## src/rtl/flash_crc_scanner.sv

```systemverilog
module flash_crc_scanner #(
  parameter int BOOT_WORDS    = 16,
  parameter int APP_END_WORDS = 40,
  parameter int TOTAL_WORDS   = 64,
  localparam int AW = $clog2(TOTAL_WORDS)
) (
  input  logic          clk,
  input  logic          rst_n,
  input  logic          cfg_we,
  input  logic [7:0]    cfg_wdata,
  output logic [7:0]    cfg_rdata,
  input  logic          start,
  input  logic          init_start,
  input  logic [1:0]    init_src,
  input  logic          cpu_req,
  output logic          mem_req,
  output logic [AW-1:0] mem_addr,
  input  logic          mem_gnt,
  input  logic [15:0]   mem_rdata,
  output logic          cpu_halt,
  output logic          busy,
  output logic          done,
  output logic          nmi
);
  localparam logic [AW-1:0] LAST_BOOT = AW'(BOOT_WORDS - 1);
  localparam logic [AW-1:0] LAST_APP  = AW'(APP_END_WORDS - 1);
  localparam logic [AW-1:0] LAST_ALL  = AW'(TOTAL_WORDS - 1);

  typedef enum logic [2:0] {S_IDLE, S_REQ, S_DATA, S_HI, S_LO} state_t;

  state_t        state;
  logic [1:0]    mode, src;
  logic [15:0]   crc, wbuf;
  logic [AW-1:0] last;
  logic          err;

  wire unused_wdata = ^{cfg_wdata[7:6], cfg_wdata[3:2]};

  function automatic logic [15:0] crc_byte(input logic [15:0] c, input logic [7:0] b);
    logic [15:0] r;
    r = c ^ {b, 8'h00};
    for (int i = 0; i < 8; i++)
      r = r[15] ? ((r << 1) ^ 16'h1021) : (r << 1);
    return r;
  endfunction

  function automatic logic [AW-1:0] region_last(input logic [1:0] s);
    case (s)
      2'd1:    return LAST_APP;
      2'd2:    return LAST_BOOT;
      default: return LAST_ALL;
    endcase
  endfunction

  wire prio     = (mode == 2'd0);
  wire can_run  = (mode != 2'd1) && (src != 2'd3);

  assign busy      = (state != S_IDLE);
  assign nmi       = err;
  assign cpu_halt  = busy && prio;
  assign mem_req   = (state == S_REQ) && (prio || !cpu_req);
  assign cfg_rdata = {2'b00, mode, 2'b00, src};

  always_ff @(posedge clk or negedge rst_n) begin
    if (!rst_n) begin
      state    <= S_IDLE;
      mode     <= 2'd0;
      src      <= 2'd0;
      crc      <= 16'hFFFF;
      wbuf     <= 16'h0000;
      last     <= '0;
      mem_addr <= '0;
      done     <= 1'b0;
      err      <= 1'b0;
    end else begin
      if (cfg_we && !busy && !err) begin
        mode <= cfg_wdata[5:4];
        src  <= cfg_wdata[1:0];
      end
      case (state)
        S_IDLE: begin
          if (!err && init_start && init_src != 2'd3) begin
            mode     <= 2'd2;
            src      <= init_src;
            last     <= region_last(init_src);
            mem_addr <= '0;
            crc      <= 16'hFFFF;
            done     <= 1'b0;
            state    <= S_REQ;
          end else if (!err && start && can_run) begin
            last     <= region_last(src);
            mem_addr <= '0;
            crc      <= 16'hFFFF;
            done     <= 1'b0;
            state    <= S_REQ;
          end
        end
        S_REQ: if (mem_req && mem_gnt) state <= S_DATA;
        S_DATA: begin
          wbuf <= mem_rdata;
          if (mem_addr == last) begin
            if (crc == mem_rdata) begin
              done <= 1'b1;
              if (mode == 2'd3) begin
                mem_addr <= '0;
                crc      <= 16'hFFFF;
                state    <= S_REQ;
              end else begin
                state <= S_IDLE;
              end
            end else begin
              err   <= 1'b1;
              state <= S_IDLE;
            end
          end else begin
            state <= S_HI;
          end
        end
        S_HI: begin
          crc   <= crc_byte(crc, wbuf[15:8]);
          state <= S_LO;
        end
        S_LO: begin
          crc      <= crc_byte(crc, wbuf[7:0]);
          mem_addr <= mem_addr + 1'b1;
          state    <= S_REQ;
        end
        default: state <= S_IDLE;
      endcase
    end
  end
endmodule


```

## config.mk

```make
export PLATFORM = sky130hd
export DESIGN_NAME = flash_crc_scanner
export DESIGN_NICKNAME = d
export VERILOG_FILES = /design/src/rtl/flash_crc_scanner.sv
export SDC_FILE = /design/constraint.sdc
export NUM_CORES = 1
export LEC_CHECK = 0
export CAP_MARGIN = 0
export CORE_MARGIN = 4
export CORE_UTILIZATION = 50
export CTS_BUF_LIST = sky130_fd_sc_hd__clkbuf_4 sky130_fd_sc_hd__clkbuf_8
export CTS_CLUSTER_DIAMETER = 60
export CTS_CLUSTER_SIZE = 25
export DETAILED_ROUTE_END_ITERATION = 10
export DONT_BUFFER_PORTS = 1
export SLEW_MARGIN = 25
export SYNTH_ARGS = -nofsm -noshare
export SYNTH_HDL_FRONTEND = slang
export SYNTH_SLANG_ARGS = --single-unit
```

## constraint.sdc

```tcl
create_clock -name clk -period 4.6 [get_ports clk]
set_input_delay 0.46 -clock clk [delete_from_list [all_inputs] [get_ports clk]]
set_output_delay 0.46 -clock clk [all_outputs]
set_load 0.05 [all_outputs]
```

=== Word-level counts from Yosys, hierarchy flattened ===
Cells that the tools add are included.
W data, S select, Z words.

* Output and inout bits: 19
* Flip-flop bits (word level): 53

* Reductions and logical operators: 27
* Eq/ne operators: 19
* Multiplexer cells: 50
* Bitwise gates (word level): 19
* Add/subtract/negate cells: 1

{| class="wikitable"
|+ Operator list
! operator !! number
|-
| $mux W13 || 16
|-
| $mux W16 || 5
|-
| $pmux W16 S4 || 1
|-
| $not A3 Y3 || 16
|-
| $mux W6 || 7
|-
| $xor A16 B16 Y16 || 2
|-
| $pmux W6 S2 || 2
|-
| $pmux W6 S3 || 1
|-
| $eq A16 B16 Y1 || 1
|-
| $mux W3 || 5
|-
| $pmux W3 S5 || 1
|-
| $mux W2 || 6
|-
| $logic_and A1 B1 Y1 || 10
|-
| $ne A2 B2 Y1 const B || 5
|-
| $reduce_and A5 Y1 || 2
|-
| $add A6 B1 Y6 const B || 1
|-
| $eq A2 B2 Y1 const B || 3
|-
| $eq A3 B2 Y1 const B || 2
|-
| $eq A6 B6 Y1 || 1
|-
| $reduce_bool A3 Y1 || 2
|-
| $mux W1 || 5
|-
| $eq A2 B1 Y1 const B || 2
|-
| $ne A2 B1 Y1 const B || 2
|-
| $reduce_and A2 Y1 || 2
|-
| other kinds (13) || 16
|}

=== Logic depth before layout (Yosys ltp) ===
* Depth after elaboration: 18
* Depth in mapped cells: 7
* Mapped depth without buffers: 6

=== Least setup slack after synthesis ===
OpenSTA, ideal clock, no wires.

* Kind: register to register
* Start point: register mem_addr[0]
* End point: register crc[10]
* Required time: 4.530 ns
* Data arrival time: 2.200 ns
* Stages on the path, launching flop included: 6
* Path slack: 2.330 ns
* Cells stage by stage: dfrtp_1 > or4_4 > a2111oi_4 > a311o_2 > buf_8 > a2bb2oi_2

* Word-level cells in the longest chain between the ends: 3

{| class="wikitable"
|+ RTL lines
! item !! RTL line !! RTL
|-
| from (decl) || 17 || <nowiki>output logic [AW-1:0] mem_addr,</nowiki>
|-
| from (signal assigned) || 125 || <nowiki>mem_addr <= mem_addr + 1'b1;</nowiki>
|-
| $eq A6 B6 Y1 || 101 || <nowiki>if (mem_addr == last) begin</nowiki>
|-
| $ne A2 B2 Y1 (no source line) || n/a ||
|-
| $reduce_and A5 Y1 (no source line) || n/a ||
|-
| to (signal assigned) || 120 || <nowiki>crc <= crc_byte(crc, wbuf[15:8]);</nowiki>
|-
| to (signal assigned) || 124 || <nowiki>crc <= crc_byte(crc, wbuf[7:0]);</nowiki>
|-
| to (decl) || 33 || <nowiki>logic [15:0] crc, wbuf;</nowiki>
|}

No other way between the ends.
A chain may end at the register's enable or synchronous reset.

=== Worst setup path after layout ===
* Start point: register err, in the netlist nmi
* End point: register crc[2]

* Word-level cells in the longest chain between the ends: 5
* Elaborated cells on any way between the ends: 9
* Those cells by class: 1 x eq/ne; 2 x mux; 6 x reduce/logical

{| class="wikitable"
|+ RTL lines
! item !! RTL line !! RTL
|-
| from (decl) || 35 || <nowiki>logic err;</nowiki>
|-
| from (signal assigned) || 74 || <nowiki>err <= 1'b0;</nowiki>
|-
| from (signal assigned) || 112 || <nowiki>err <= 1'b1;</nowiki>
|-
| $logic_not A1 Y1 * || 82, 90 ||
|-
| $logic_and A1 B1 Y1 (on tied branches) (2 in a row) || 82, 90 ||
|-
| $ne A3 B3 Y1 (no source line) / $mux W16 (equally long branches) || n/a ||
|-
| $reduce_and A5 Y1 (no source line) / $pmux W16 S4 (equally long branches) || n/a ||
|}

Mark *: on every way between the ends. The rest lies on a longest branch, timed or not.

==> metrics.yaml <==
global_route:
  grt_usage_pct: 19.0
  grt_antenna_before_repair: 0
  first_global_vias: 2174
  grt_pass1_wl_um: 11200
  grt_overflow_total: 0
  grt_max_degree: 52
finish:
  drive_above_1_share_pct: 24.0
  nets: 327
  antenna_cells: 0
  final_cells: 363
  final_common_cell: "dfrtp_1"
  areaGrowthSynthToFinish_pct: 5.35
  final_cell_mix: "35 x dfrtp_1, 31 x xor2_1, 30 x xnor2_1, 18 x mux2_2, 16 x dfstp_2"
sta:
  fin_tns_setup_ns: 0
  fin_crit_sh_pct: 56.1
  worstMarginPinSlew_ns: 0.762
  fin_crit_ns: 2.58
  relSlewSlack_pct: 49.0
  fmax_mhz: 387
  rsz0062_at_grt: "no"
  setup_viol: 0
  hold_violations: 0
  drv_slew: 0
  clock_skew_ns: 0.0181
cts:
  ctsRootBufferMaster: "clkbuf_8"
  cts_made_buffers: 5
  htree_levels: 2
  hold_buffers: 2
  cts_tree: "built"
  clock_latency_ns: 0.32
  cts_buffer_depth: 2
  post_cts_resized: 0
  cts.reportedPaths.clkPinSlew_ns: 0.11
  numClockSinks: 51
  post_cts_buffers: 0
critical_path:
  criticalPathCategory: "reg2reg"
  endpoint_kind: "flop"
  timing.rr.end: "crc[2]"
  critPathRequiredTime_ns: 4.85
  slowest_stage: "nor3b_1"
  path_max_fanout: 14
  r2r-start: "nmi"
  crit_arrival_ns: 2.83
  rrSetupSlack_ns: 2.02
  worst_r2r_path_depth: 5
  critPathMaxStageDelay_ns: 0.64
  worstPathCellList: "nor3b_1 > a211oi_1 > nor3_1 > a311o_2 > o22a_2"
  critPathLaunchType: "flop"
die:
  die_w_um: 87.8
  rows: 28
  start_util_pct: 52.5
  core_um2: 6060
  die_h_um: 87.8
  ioPinCount: 52
  dieArea_um2: 7700
logic_synthesis:
  synth_area_um2: 3180
  ys_warn_count: 0
  ys_types: 52
  synth-seq-cells: 51
  synth_edf_count: 0
  seq_area_frac_synth_pct: 40.7
  synth-main-ff-cell: "dfrtp_1"
  postSynthAreaPerCell_um2: 11.1
  syn-instance-count: 286
  async_flop_share_pct: 100
min_path:
  hp-class: "in2reg"
  holdPathEnd: "src[0]"
  holdPathStages: 2
  min_from: "init_src[0]"
placement:
  place.gp.congestion: 0.811
  dpl.cell_count: 353
  hpwl_um: 4900
  io_buffers: 0
route:
  vias_per_cell: 5.79
  routed_wl_um: 6760
  dr.pass1.iters: 4
  routedWlPerCell_um: 18.6
  drc_errors: 0
  dr.first_iter.drc_count: 115
  vias: 2103
  drtAntennaViolNets: 0
power_and_ir_drop:
  p_per_area_nw_per_um2: 826
  vdd_drop_max_mv: 0.408
  p_leak_nw: 1.32
  power_mw: 2.77
run_status:
  status: "finished, final reports clean"
job:
  drv_cap: 0
sequential cells by signal, summed over array words and instances, names as in the netlist:
signal,flops
mem_addr,6
src,2
last,4
crc,16
wbuf,16
mode,2
state,3
done,1
nmi,1
layer usage:
metal / part of all wire (%) / track usage (%) / vias up
met4: 0.59 / 5.02 / 0
met1: 50 / 28.6 / 1026
met2: 44 / 27.3 / 54
met5: 0 / 0 / -
li1: - / - / 1019
met3: 5.5 / 4.42 / 4
layout make-up:
cell class              count  area, µm²
multi-input cells         213       1740
clock buffers               6       82.6
clock inverters             2       35.0
flip-flops and latches     51       1300
fillers                   550       2710
inverters                  11       41.3
repair buffers              5       60.1
well taps                  75       93.8
kinds of logic after synthesis:
| family | count (synthesis) | synth area share (%) |
|---|---|---|
| other | 1 | 0.118 |
| multiplexers | 25 | 8.57 |
| AO/OA/AOI/OAI | 62 | 16.9 |
| adder cells (fa/ha/maj) | 7 | 2.75 |
| flip-flops | 51 | 40.7 |
| buffers and inverters | 25 | 4.84 |
| AND/OR/NAND/NOR | 54 | 9.28 |
| XOR/XNOR | 61 | 16.8 |
power by group:
part | switching [mW] | internal [mW] | total (mW)
Clock | 0.157 | 0.176 | 0.333
Combinational | 0.711 | 0.708 | 1.42
Sequential | 0.342 | 0.673 | 1.01
Total | 1.21 | 1.56 | 2.77
cells in the mapped netlist (4+ instances only):
library cell	instances	area (µm²)
xnor2_1	30	263
inv_1	10	37.5
nand2_1	11	41.3
nand3b_1	4	30.0
ha_1	7	87.6
mux2i_1	7	70.1
buf_4	4	30.0
xor2_1	31	272
dfstp_2	16	420
o21ai_0	6	30.0
dfrtp_1	35	876
nor2_1	12	45.0
nor3_1	5	25.0
a21oi_1	14	70.1
nor4_1	4	25.0
a2bb2oi_2	10	150
mux2_2	18	203
o22a_2	4	40.0
o22ai_1	5	31.3
buf_6	4	45.0
worst max path at each step:
stage	from	end	slack (ns)
finish	nmi	crc[2]	2.02
global route	nmi	crc[1]	1.82
CTS	mem_addr[0]	crc[2]	2.04
detailed placement	mem_addr[0]	crc[12]	2.06
global placement	mem_addr[0]	crc[12]	2.06
floorplan	mem_addr[0]	crc[10]	2.33
critical path: cells and delay by family, from the launching register on:
kind	cells	cell delay (ns)
simple gates	2	1.07
compound gates	3	0.82
flops	1	0.63
metrics by stage:
step	utilization, %	hold WS, ns	cell area (µm²)	setup WS [ns]
2_1_floorplan	-	0.164	3190	2.33
3_3_place_gp	52.7	0.166	3200	2.06
3_5_place_dp	52.7	0.166	3200	2.06
4_1_cts	55.3	0.248	3350	2.04
5_1_grt	55.3	0.261	3350	1.82
6_report	55.3	0.256	3350	2.02
Note: power is estimated with default switching activity, not from simulation.
